## src/rtl/ilk_pkg.sv

```systemverilog
package ilk_pkg;
  parameter int unsigned NREG     = 16;
  parameter int unsigned REG_W    = $clog2(NREG);
  parameter int unsigned TAG_W    = 8;
  // writers that can be past decode at once: execute and commit
  parameter int unsigned MAX_HOLD = 2;
  parameter int unsigned CNT_W    = $clog2(MAX_HOLD + 1);

  typedef logic [REG_W-1:0] ridx_t;
  typedef logic [NREG-1:0]  rmask_t;

  typedef struct packed {
    logic             valid;
    logic [TAG_W-1:0] tag;
    logic             s0_en;
    ridx_t            s0;
    logic             s1_en;
    ridx_t            s1;
    logic             d0_en;
    ridx_t            d0;
    logic             d1_en;
    ridx_t            d1;
  } uop_t;

  localparam uop_t UOP_NOP = '0;

  // one-hot register mask of a single slot, empty when the slot is off
  function automatic rmask_t slot_mask(input logic en, input ridx_t idx);
    rmask_t m;
    m = '0;
    if (en) m[idx] = 1'b1;
    return m;
  endfunction

  function automatic rmask_t dst_mask(input uop_t u);
    return u.valid ? (slot_mask(u.d0_en, u.d0) | slot_mask(u.d1_en, u.d1)) : '0;
  endfunction

  function automatic rmask_t src_mask(input uop_t u);
    return u.valid ? (slot_mask(u.s0_en, u.s0) | slot_mask(u.s1_en, u.s1)) : '0;
  endfunction
endpackage

```

## src/rtl/ilk_pending.sv

```systemverilog
module ilk_pending
  import ilk_pkg::*;
#(
  parameter int unsigned N_REG  = NREG,
  parameter int unsigned HOLD_N = MAX_HOLD,
  parameter int unsigned C_W    = CNT_W
) (
  input  logic             clk,
  input  logic             rst,
  input  logic [N_REG-1:0] set_mask,
  input  logic [N_REG-1:0] clr_mask,
  output logic [N_REG-1:0] held
);
  for (genvar i = 0; i < N_REG; i++) begin : g_reg
    logic [C_W-1:0] cnt;

    always_ff @(posedge clk) begin
      if (rst) cnt <= '0;
      else     cnt <= cnt + C_W'(set_mask[i]) - C_W'(clr_mask[i]);
    end

    // a write landing this cycle no longer blocks a reader
    assign held[i] = (cnt > C_W'(clr_mask[i]));

    a_r10_no_underflow: assert property (@(posedge clk) disable iff (rst)
      clr_mask[i] |-> (cnt != '0));
    a_r10_hold_bound: assert property (@(posedge clk) disable iff (rst)
      cnt <= C_W'(HOLD_N));
  end
endmodule

```

## src/rtl/ilk_hazard.sv

```systemverilog
module ilk_hazard
  import ilk_pkg::*;
(
  input  uop_t   dec,
  input  rmask_t held,
  output rmask_t hit,
  output logic   stall
);
  assign hit   = src_mask(dec) & held;
  assign stall = dec.valid && (hit != '0);
endmodule

```

## src/rtl/ilk_stages.sv

```systemverilog
module ilk_stages
  import ilk_pkg::*;
(
  input  logic clk,
  input  logic rst,
  input  uop_t in_uop,
  input  logic stall,
  output uop_t f_q,
  output uop_t d_q,
  output uop_t e_q,
  output uop_t c_q
);
  always_ff @(posedge clk) begin
    if (rst) begin
      f_q <= UOP_NOP;
      d_q <= UOP_NOP;
      e_q <= UOP_NOP;
      c_q <= UOP_NOP;
    end else begin
      c_q <= e_q;
      e_q <= stall ? UOP_NOP : d_q;
      if (!stall) begin
        d_q <= f_q;
        f_q <= in_uop;
      end
    end
  end

  a_r6_bubble_on_stall: assert property (@(posedge clk) disable iff (rst)
    stall |=> !e_q.valid);
  a_r4_decode_hold: assert property (@(posedge clk) disable iff (rst)
    stall |=> (d_q == $past(d_q)));
  a_r11_fetch_hold: assert property (@(posedge clk) disable iff (rst)
    stall |=> (f_q == $past(f_q)));
endmodule

```

## src/rtl/pipe_interlock.sv

```systemverilog
module pipe_interlock
  import ilk_pkg::*;
(
  input  logic             clk,
  input  logic             rst,
  input  logic             in_valid,
  input  logic [TAG_W-1:0] in_tag,
  input  logic             in_src0_en,
  input  logic [REG_W-1:0] in_src0,
  input  logic             in_src1_en,
  input  logic [REG_W-1:0] in_src1,
  input  logic             in_dst0_en,
  input  logic [REG_W-1:0] in_dst0,
  input  logic             in_dst1_en,
  input  logic [REG_W-1:0] in_dst1,
  output logic             in_ready,
  output logic [3:0]       occ,
  output logic             stall,
  output logic             commit_valid,
  output logic [TAG_W-1:0] commit_tag
);
  uop_t   in_uop, f_q, d_q, e_q, c_q;
  rmask_t held, hit, issue_set, commit_clr;

  assign in_uop = '{valid: in_valid, tag: in_tag,
                    s0_en: in_src0_en, s0: in_src0,
                    s1_en: in_src1_en, s1: in_src1,
                    d0_en: in_dst0_en, d0: in_dst0,
                    d1_en: in_dst1_en, d1: in_dst1};

  // named events: registers claimed on leaving decode, released on commit
  assign issue_set  = stall ? '0 : dst_mask(d_q);
  assign commit_clr = dst_mask(c_q);

  ilk_stages u_stages (
    .clk(clk), .rst(rst), .in_uop(in_uop), .stall(stall),
    .f_q(f_q), .d_q(d_q), .e_q(e_q), .c_q(c_q)
  );

  ilk_pending #(.N_REG(NREG), .HOLD_N(MAX_HOLD), .C_W(CNT_W)) u_pending (
    .clk(clk), .rst(rst), .set_mask(issue_set), .clr_mask(commit_clr),
    .held(held)
  );

  ilk_hazard u_hazard (
    .dec(d_q), .held(held), .hit(hit), .stall(stall)
  );

  assign in_ready     = !stall;
  assign occ          = {c_q.valid, e_q.valid, d_q.valid, f_q.valid};
  assign commit_valid = c_q.valid;
  assign commit_tag   = c_q.tag;

  // an instruction right behind its producer must not have left decode early
  a_r4_no_raw_overlap: assert property (@(posedge clk) disable iff (rst)
    (e_q.valid && c_q.valid) |-> ((src_mask(e_q) & dst_mask(c_q)) == '0));
  a_r8_hit_needs_source: assert property (@(posedge clk) disable iff (rst)
    (hit != '0) |-> d_q.valid);
endmodule

```

## config.mk

```make
export PLATFORM = sky130hd
export DESIGN_NAME = pipe_interlock
export DESIGN_NICKNAME = d
export VERILOG_FILES = /design/src/rtl/ilk_pkg.sv /design/src/rtl/ilk_pending.sv /design/src/rtl/ilk_hazard.sv /design/src/rtl/ilk_stages.sv /design/src/rtl/pipe_interlock.sv
export SDC_FILE = /design/constraint.sdc
export NUM_CORES = 1
export LEC_CHECK = 0
export ABC_AREA = 1
export ABC_CLOCK_PERIOD_IN_PS = 4000
export CAP_MARGIN = 20
export CORE_UTILIZATION = 60
export DETAILED_ROUTE_END_ITERATION = 7
export PLACE_DENSITY = 0.87
export SYNTH_ARGS = -nofsm -noshare
export SYNTH_HDL_FRONTEND = slang
export SYNTH_HIERARCHICAL = 1
export SYNTH_SLANG_ARGS = --single-unit
```

## constraint.sdc

```tcl
create_clock -name clk -period 4 [get_ports clk]
set_clock_uncertainty 0.15 [all_clocks]
set_input_delay 1 -clock clk [delete_from_list [all_inputs] [get_ports clk]]
set_output_delay 1 -clock clk [all_outputs]
set_load 0.05 [all_outputs]
```

==> results.yml, run 1 <==
outcome:
  status: "completed"
sta:
  finalCriticalPeriod_ns: 3.88
  maxSlewViolCount: 0
  tightest_slew_ns: 1.03
  tns_ns: 0
  relSlewSlack: 0.313
  hold_viol: 0
  post-route-period-util: 0.970
  rsz0062_at_grt: "false"
  final-setup-viol-count: 0
  fmax_ghz: 0.258
placed_design:
  hpwl_mm: 10.6
  placed_area_sq_um: 7490
  port_buffers: 45
  gp_routability_congestion: 0.908
global_routing:
  antenna_found_initial: 0
  overflow: 0
  grt_start_max_net_pins: 117
  grt_pass1_vias: 5549
  grt_usage: 0.259
  grt_pass1_wl_mm: 25.1
layout:
  final_common_cell: "nand2_1"
  final_cell_mix: "nand2_1 (269), nor2_1 (268), inv_1 (207)"
  area_delta_synth_final_pct: 15.6
  layout.cell_area.non_filler_sq_um: 8150
  final_nets: 1227
  drive_gt1_frac: 0.0741
  fin_util: 0.714
drt:
  vias_per_cell: 4.81
  wirelength_mm: 15.3
  final_antenna_net_count: 0
  first_pass_iters: 5
  drt-wirelength-per-cell_microns: 11.7
  drt_iter0_drc: 385
  drc: 0
  num_vias: 6274
power:
  leakagePower_nw: 3.84
  p_sw_w: 0.000705
  switching_share: 0.226
  power.share.sequential: 0.432
  peakVddDrop_v: 0.000407
  p_per_area_nw_per_um2: 383
  p_comb_frac: 0.057
  p_int_w: 0.00242
  power.clock.fraction: 0.511
synth:
  yosysWarningCount: 6
  synth_nets: 1196
  syn_inst: 1117
  syn_avg_cell_area_sq_um: 6.32
  syn_area_sq_um: 7050
flow_run:
  drv_cap: 0
clock_tree:
  post-cts-setup-buffers: 0
  htree_num_levels: 4
  cts_buffers: 17
  cts_sinks: 128
  clk_pin_slew_ns: 0.06
  cts_buffer_depth: 2
  cts_root_buf: "clkbuf_16"
  cts_tree: "built"
  hold_buffers: 0
  clk_latency_ns: 0.41
critical_path:
  worstPathArrival_ns: 2.73
  worstPathCellList: "nor2_1 > nand3_1 > a21oi_1 > ha_1 > o21ai_0 > nand2_1 > inv_1 > nand2_1 > nand2_1 > nor2_1 > nand2_1 > inv_1 > nand2_4 > inv_2 > buf_4"
  critPathLaunchType: "flop"
  cp_max_fo: 5
  path_class: "flop to primary output"
  required_ns: 2.85
  crit_top_cell: "nand2_1"
  slowest_delay_ns: 0.35
  end_kind: "primary output"
  crit_path_top_delay_cell: "o21ai_0"
floorplan:
  io_pins: 46
  start_util: 0.618
  core-area_sq_um: 11400
  rows: 39
  die_w_microns: 110
  dieArea_sq_um: 12200
  die_y_microns: 110
min_path:
  min_path_type: "flop to flop"
## final timing paths
| path | from | to | slack (ns) | depth (start not counted) |
|---|---|---|---|---|
| worst max-delay path | u_stages/c_q[8]$_SDFF_PP0_ | in_ready | 0.12 | 15 |
| worst min-delay path | u_stages/e_q[4]$_SDFF_PP0_ | u_stages/c_q[4]$_SDFF_PP0_ | 0.24 | 2 |
| worst max register to register | u_stages/c_q[28]$_SDFF_PP0_ | u_pending/g_reg[11].cnt[1]$_SDFF_PP0_ | 0.37 | 22 |
| worst min register to register | u_stages/e_q[4]$_SDFF_PP0_ | u_stages/c_q[4]$_SDFF_PP0_ | 0.24 | 2 |
## cell type report
class | instances | area, sq um
clock buffer | 20 | 467
tap | 143 | 179
fill | 921 | 3270
clock inverter | 12 | 155
timing repair buffer | 51 | 490
sequential | 128 | 2570
multi-input combinational | 735 | 3470
inverter | 215 | 815
antenna | 1 | 2.50
## power by group through the flow
stage | clock network (W) | logic, W | registers (W)
finish | 0.00159 | 0.000178 | 0.00135
CTS | 0.00162 | 0.000176 | 0.00135
floorplan | 0 | 0.000119 | 0.00137
global placement | 0 | 0.000171 | 0.00137
detailed placement | 0 | 0.000173 | 0.00137
global route | 0.00169 | 0.000197 | 0.00135
## stage by stage
| stage | power (W) | hold WS [ns] | cells | worst slack, ns |
|---|---|---|---|---|
| finish | 0.00312 | 0.244 | 1305 | 0.121 |
| CTS | 0.00314 | 0.251 | 1304 | 0.0482 |
| global route | 0.00324 | 0.251 | 1304 | 0.00892 |
| detailed placement | 0.00155 | 0.243 | 1272 | 0.406 |
| global placement | 0.00154 | 0.239 | 1272 | 0.402 |
| floorplan | 0.00149 | 0.238 | 1117 | 0.243 |
## registers in the layout, summed over array words and instances (netlist names)
signal	cells
u_pending/g.cnt	32
u_stages/d_q	29
u_stages/f_q	29
u_stages/c_q	19
u_stages/e_q	19
## timing repair
item / in CTS / in global routing
resized for setup: 0 / 18
setup endpoints to repair: 0 / 16
endpoints found under the hold margin: 0 / 0
## critical path, delay by kind of cell (launching register included)
kind | cells | cell delay, ns
buffers and inverters | 4 | 0.37
AOI/OAI and AO/OA | 2 | 0.60
and+or+nand+nor | 8 | 0.73
adders and majority gates | 1 | 0.29
DFF | 1 | 0.34
## per-layer routing
layer | GRT usage | wire [microns]
met1 | 0.323 | 6710
met2 | 0.416 | 7100
met3 | 0.0730 | 1120
met4 | 0.116 | 372
met5 | 0 | 0
Power figures use the tool's default switching activity.
==> run 2, diff against run 1 <==
--- a/config.mk
+++ b/config.mk
@@ -8,7 +8,9 @@
 export ABC_AREA = 1
 export ABC_CLOCK_PERIOD_IN_PS = 4000
 export CAP_MARGIN = 20
+export CORE_MARGIN = 3
 export CORE_UTILIZATION = 60
+export CTS_CLUSTER_DIAMETER = 200
 export DETAILED_ROUTE_END_ITERATION = 7
 export PLACE_DENSITY = 0.87
 export SYNTH_ARGS = -nofsm -noshare
==> results.yml, run 2 (synthesized netlist as in run 1, its figures left out) <==
layout:
  regMostFlops: "u_pending/g.cnt"
  final_common_cell: "nand2_1"
  nFillCells: 883
  reg_top3: "u_pending/g.cnt (32), u_stages/d_q (29), u_stages/f_q (29)"
  instances_no_fill: 1307
  area_delta_synth_final_pct: 16.6
  final_nets: 1233
  largest_reg_flops: 32
  diodes: 0
  drive_gt1_frac: 0.0874
  layout.cell_area.non_filler_sq_um: 8220
  final_cell_mix: "nand2_1 (269), nor2_1 (265), inv_1 (206)"
critical_path:
  reg2regPathDepth: 22
  rr_startpoint: "u_stages/c_q[5]$_SDFF_PP0_"
  cp_num_buf_inv: 4
  required_ns: 2.85
  crit_path_top_delay_cell: "dfxtp_1"
  critPathLaunchType: "flop"
  end_kind: "primary output"
  slowest_delay_ns: 0.44
  cp_top_family: "simple AND/OR/NAND/NOR gates"
  crit_top_cell: "nand2_1"
  worstPathCellList: "nand2_1 > nand3b_1 > a21oi_2 > ha_1 > o21ai_1 > nand2_1 > inv_1 > nand2_1 > nand2_1 > inv_1 > nand2_1 > nor2_4 > nand2_4 > inv_2 > buf_4"
  rrSetupSlack_ns: 0.56
  worstPathArrival_ns: 2.70
  path_class: "flop to primary output"
  cp_max_fo: 7
  r2r-end: "u_pending/g_reg[12].cnt[1]$_SDFF_PP0_"
global_routing:
  antenna_found_initial: 0
  overflow: 0
  top_usage_layer: "met2"
  grt_usage: 0.244
  grt.met1_usage: 0.317
  met3_usage: 0.0640
  grt_start_max_net_pins: 118
  grt_pass1_vias: 5645
  use_met2: 0.392
  grt_pass1_wl_mm: 25.4
clock_tree:
  cts_sinks: 128
  cts_buffer_depth: 2
  cts_root_buf: "clkbuf_16"
  clk_latency_ns: 0.42
  cts_buffers: 17
  htree_num_levels: 4
  cts_tree: "built"
  clk_pin_slew_ns: 0.06
  hold_buffers: 0
sta:
  finalCriticalPeriod_ns: 3.85
  tightest_slew_ns: 0.719
  final-setup-viol-count: 0
  setup_slack_ns: 0.148
  fmax_ghz: 0.260
  maxSlewViolCount: 0
  hold_viol: 0
  hold_ws_ns: 0.251
  post-route-period-util: 0.963
  relSlewSlack: 0.520
min_path:
  worstHoldStart: "u_stages/e_q[26]$_SDFF_PP0_"
  hold_depth: 2
  whs_endpoint: "u_stages/c_q[26]$_SDFF_PP0_"
  min_path_type: "flop to flop"
drt:
  vias_per_cell: 4.92
  drt-wirelength-per-cell_microns: 12.0
  num_vias: 6431
  first_pass_iters: 6
  drt_iter0_drc: 420
  wirelength_mm: 15.7
  final_antenna_net_count: 0
  drc: 0
outcome:
  status: "completed"
floorplan:
  rows: 38
  io_pins: 46
  die_y_microns: 114
  core-area_sq_um: 11200
  dieArea_sq_um: 13100
  start_util: 0.631
  die_w_microns: 114
placed_design:
  placed_area_sq_um: 7520
  placedCellCount: 1271
  hpwl_mm: 11.1
  port_buffers: 45
  gp_routability_congestion: 0.934
  dp_slack_ns: 0.471
power:
  power_w: 0.00308
  peakVddDrop_v: 0.000405
  p_per_area_nw_per_um2: 374
  leakagePower_nw: 3.86
flow_run:
  drv_cap: 0
run 2: changes by cell type in the layout (fill, tap and decap cells not counted), moves of 3 or more:
cell,before,now
buf_4,8,12
a21oi_2,1,6
nor2_1,268,265
o21ai_0,12,7
a21oi_1,29,25
nor2_2,19,22
o21ai_1,3,8
inv_6,2,6
run 2: metal layers:
metal | up-vias | share of wire
li1 | 3359 | -
met1 | 2805 | 0.45
met2 | 227 | 0.46
met3 | 40 | 0.070
met4 | 0 | 0.020
met5 | - | 0
run 2: layout make-up:
cell class | instances | area (sq um) | area share
multi-input cells | 735 | 3490 | 0.425
flip-flops and latches | 128 | 2570 | 0.313
inverters | 215 | 818 | 0.0995
repair buffers | 57 | 561 | 0.0682
clock buffers | 19 | 453 | 0.0551
well taps | 140 | 175 | 0.0213
clock inverters | 13 | 149 | 0.0181
run 2: worst max path at each step:
stage | from | to | slack (ns) | depth (start not counted)
global route | u_stages/c_q[9]$_SDFF_PP0_ | in_ready | -0.02 | 17
global placement | u_stages/c_q[9]$_SDFF_PP0_ | in_ready | 0.47 | 17
floorplan | u_stages/c_q[28]$_SDFF_PP0_ | u_pending/g_reg[12].cnt[1]$_SDFF_PP0_ | 0.24 | 22
finish | u_stages/c_q[5]$_SDFF_PP0_ | in_ready | 0.15 | 15
CTS | u_stages/c_q[4]$_SDFF_PP0_ | in_ready | 0.04 | 16
detailed placement | u_stages/c_q[9]$_SDFF_PP0_ | in_ready | 0.47 | 17
run 2: repair_timing:
item,4_1_cts,5_1_grt
setup endpoints to repair,1,2
hold endpoints to repair,0,0
setup buffers,0,4
pin swaps,0,2
gates resized for setup,1,32
run 2: worst min-delay path: stages, from the launching register on:
cell and delay, ns:
dfxtp_1 0.29, inv_1 0.04, nor2_1 0.03
run 2: power by group:
| part | internal (W) | switching, W | leakage (nW) |
|---|---|---|---|
| clock network | 0.000961 | 0.000591 | 0.288 |
| registers | 0.00131 | 0.0000346 | 1.05 |
| logic | 0.0000724 | 0.000106 | 2.52 |
| total | 0.00235 | 0.000732 | 3.86 |
run 2: through the flow:
| stage | TNS (ns) | utilization |
|---|---|---|
| after floorplan | 0 | - |
| after global placement | 0 | 0.673 |
| after detailed placement | 0 | 0.673 |
| after CTS | 0 | 0.727 |
| after global routing | -0.0199 | 0.736 |
| final | 0 | 0.736 |
==> run 3, diff against run 2 <==
--- a/config.mk
+++ b/config.mk
@@ -12,7 +12,10 @@
 export CORE_UTILIZATION = 60
 export CTS_CLUSTER_DIAMETER = 200
 export DETAILED_ROUTE_END_ITERATION = 7
+export GPL_TIMING_DRIVEN = 0
 export PLACE_DENSITY = 0.87
+export SETUP_SLACK_MARGIN = 0.2
+export SLEW_MARGIN = 5
 export SYNTH_ARGS = -nofsm -noshare
 export SYNTH_HDL_FRONTEND = slang
 export SYNTH_HIERARCHICAL = 1
==> results.yml, run 3 (synthesized netlist as in run 1, its figures left out) <==
layout:
  regMostFlops: "u_pending/g.cnt"
  fin_util: 0.761
  final_common_cell: "nand2_1"
  largest_reg_flops: 32
  area_delta_synth_final_pct: 20.5
  final_cell_mix: "nand2_1 (269), nor2_1 (260), inv_1 (206)"
  diodes: 0
  final_nets: 1268
  drive_gt1_frac: 0.116
  reg_top3: "u_pending/g.cnt (32), u_stages/d_q (29), u_stages/f_q (29)"
sta:
  rsz0062_at_grt: "false"
  fmax_ghz: 0.272
  tightest_slew_ns: 0.514
  setup_slack_ns: 0.318
  post-route-period-util: 0.920
  maxSlewViolCount: 0
  relSlewSlack: 0.658
  finalCriticalPeriod_ns: 3.68
  final-setup-viol-count: 0
  hold_viol: 0
critical_path:
  rrSetupSlack_ns: 0.61
  required_ns: 2.85
  path_class: "flop to primary output"
  critPathLaunchType: "flop"
  worstPathArrival_ns: 2.53
  r2r-end: "u_pending/g_reg[9].cnt[1]$_SDFF_PP0_"
  cp_max_fo: 10
  reg2regPathDepth: 21
  rr_startpoint: "u_stages/c_q[28]$_SDFF_PP0_"
  end_kind: "primary output"
floorplan:
  dieArea_sq_um: 13100
  core-area_sq_um: 11200
  die_w_microns: 114
  die_y_microns: 114
  rows: 38
  io_pins: 46
  start_util: 0.631
power:
  peakVddDrop_v: 0.000406
  leakagePower_nw: 3.99
  p_per_area_nw_per_um2: 349
min_path:
  worstHoldStart: "u_stages/e_q[5]$_SDFF_PP0_"
  whs_endpoint: "u_stages/c_q[5]$_SDFF_PP0_"
  hold_depth: 2
  min_path_type: "flop to flop"
global_routing:
  grt_pass1_wl_mm: 26.2
  grt_usage: 0.252
  antenna_found_initial: 0
  overflow: 0
  grt_start_max_net_pins: 17
  grt_pass1_vias: 5847
drt:
  final_antenna_net_count: 0
  drt_iter0_drc: 382
  wirelength_mm: 16.1
  drt-wirelength-per-cell_microns: 12.0
  first_pass_iters: 7
  vias_per_cell: 4.91
  num_vias: 6586
  drc: 0
placed_design:
  port_buffers: 45
  dp_slack_ns: -0.286
  hpwl_mm: 11.6
  gp_routability_congestion: 0.922
clock_tree:
  cts_sinks: 128
  clk_latency_ns: 0.42
  hold_buffers: 0
  cts_tree: "built"
  htree_num_levels: 4
  cts_buffers: 17
  cts_root_buf: "clkbuf_16"
  clk_pin_slew_ns: 0.06
  cts_buffer_depth: 2
outcome:
  status: "completed"
flow_run:
  drv_cap: 0
run 3: cell types whose count changed in the layout (fill, tap and decap cells not counted), moves of 4 or more:
cell and change:
buf_6 +7, inv_6 -6, clkinv_4 +5, o21ai_1 -4
nor2_2 +4, buf_2 +14, o21ai_2 +4, nor2_1 -5
clkbuf_1 +15
run 3: cell type report:
cell class	count	area, sq um
Fill cell	854	2670
Sequential cell	128	2580
Multi-Input combinational cell	735	3620
Clock inverter	12	115
Tap cell	140	175
Inverter	215	815
Clock buffer	20	437
Buffer	39	254
Timing Repair Buffer	53	507
run 3: worst max-delay path by stage:
stage	start	endpoint	slack, ns	depth (start not counted)
2_1_floorplan	u_stages/c_q[28]$_SDFF_PP0_	u_pending/g_reg[12].cnt[1]$_SDFF_PP0_	0.24	22
3_3_place_gp	u_stages/c_q[4]$_SDFF_PP0_	stall	-0.27	16
3_5_place_dp	u_stages/c_q[4]$_SDFF_PP0_	stall	-0.29	16
4_1_cts	u_stages/c_q[9]$_SDFF_PP0_	in_ready	0.21	17
5_1_grt	u_stages/c_q[6]$_SDFF_PP0_	in_ready	0.18	15
6_report	u_stages/c_q[28]$_SDFF_PP0_	in_ready	0.32	15
run 3: per-layer routing:
layer | vias to the layer above | GRT usage | wire length, microns | share of wire
met5 | - | 0 | 0 | 0
met4 | 0 | 0.0760 | 320 | 0.020
met3 | 34 | 0.0560 | 934 | 0.058
met2 | 193 | 0.409 | 7580 | 0.47
met1 | 2924 | 0.336 | 7300 | 0.45
li1 | 3435 | - | - | -
run 3: repair_timing:
action,CTS,global route
buffers inserted,0,7
endpoints found under the setup margin,2,2
resized for setup,36,44
gates cloned,0,1
pin swaps,1,18
run 3: through the flow:
step | power (W) | TNS, ns | area, sq um | hold slack, ns | cells
2_1_floorplan | 0.00149 | 0 | 7050 | 0.238 | 1117
3_3_place_gp | 0.00155 | -0.472 | 7680 | 0.240 | 1302
3_5_place_dp | 0.00156 | -0.500 | 7680 | 0.242 | 1302
4_1_cts | 0.00298 | 0 | 8260 | 0.244 | 1334
5_1_grt | 0.00307 | 0 | 8500 | 0.266 | 1342
6_report | 0.00296 | 0 | 8500 | 0.244 | 1342
run 3: worst max-delay path, cell delays in order, from the launching register on:
cell and delay, ns:
dfxtp_1 0.41, inv_2 0.12, buf_4 0.20, nor2_1 0.15, ha_1 0.28, o21ai_2 0.18, nand2_1 0.08, inv_1 0.06
nand2_1 0.06, nand2_1 0.07, inv_1 0.04, nand2_1 0.07, nor2_1 0.05, nand2_2 0.12, inv_2 0.07, buf_6 0.15
run 3: power breakdown:
group	internal [W]	switching, W	total [W]
logic	0.0000817	0.000118	0.000200
clock network	0.000855	0.000569	0.00142
registers	0.00131	0.0000282	0.00134
total	0.00225	0.000715	0.00296
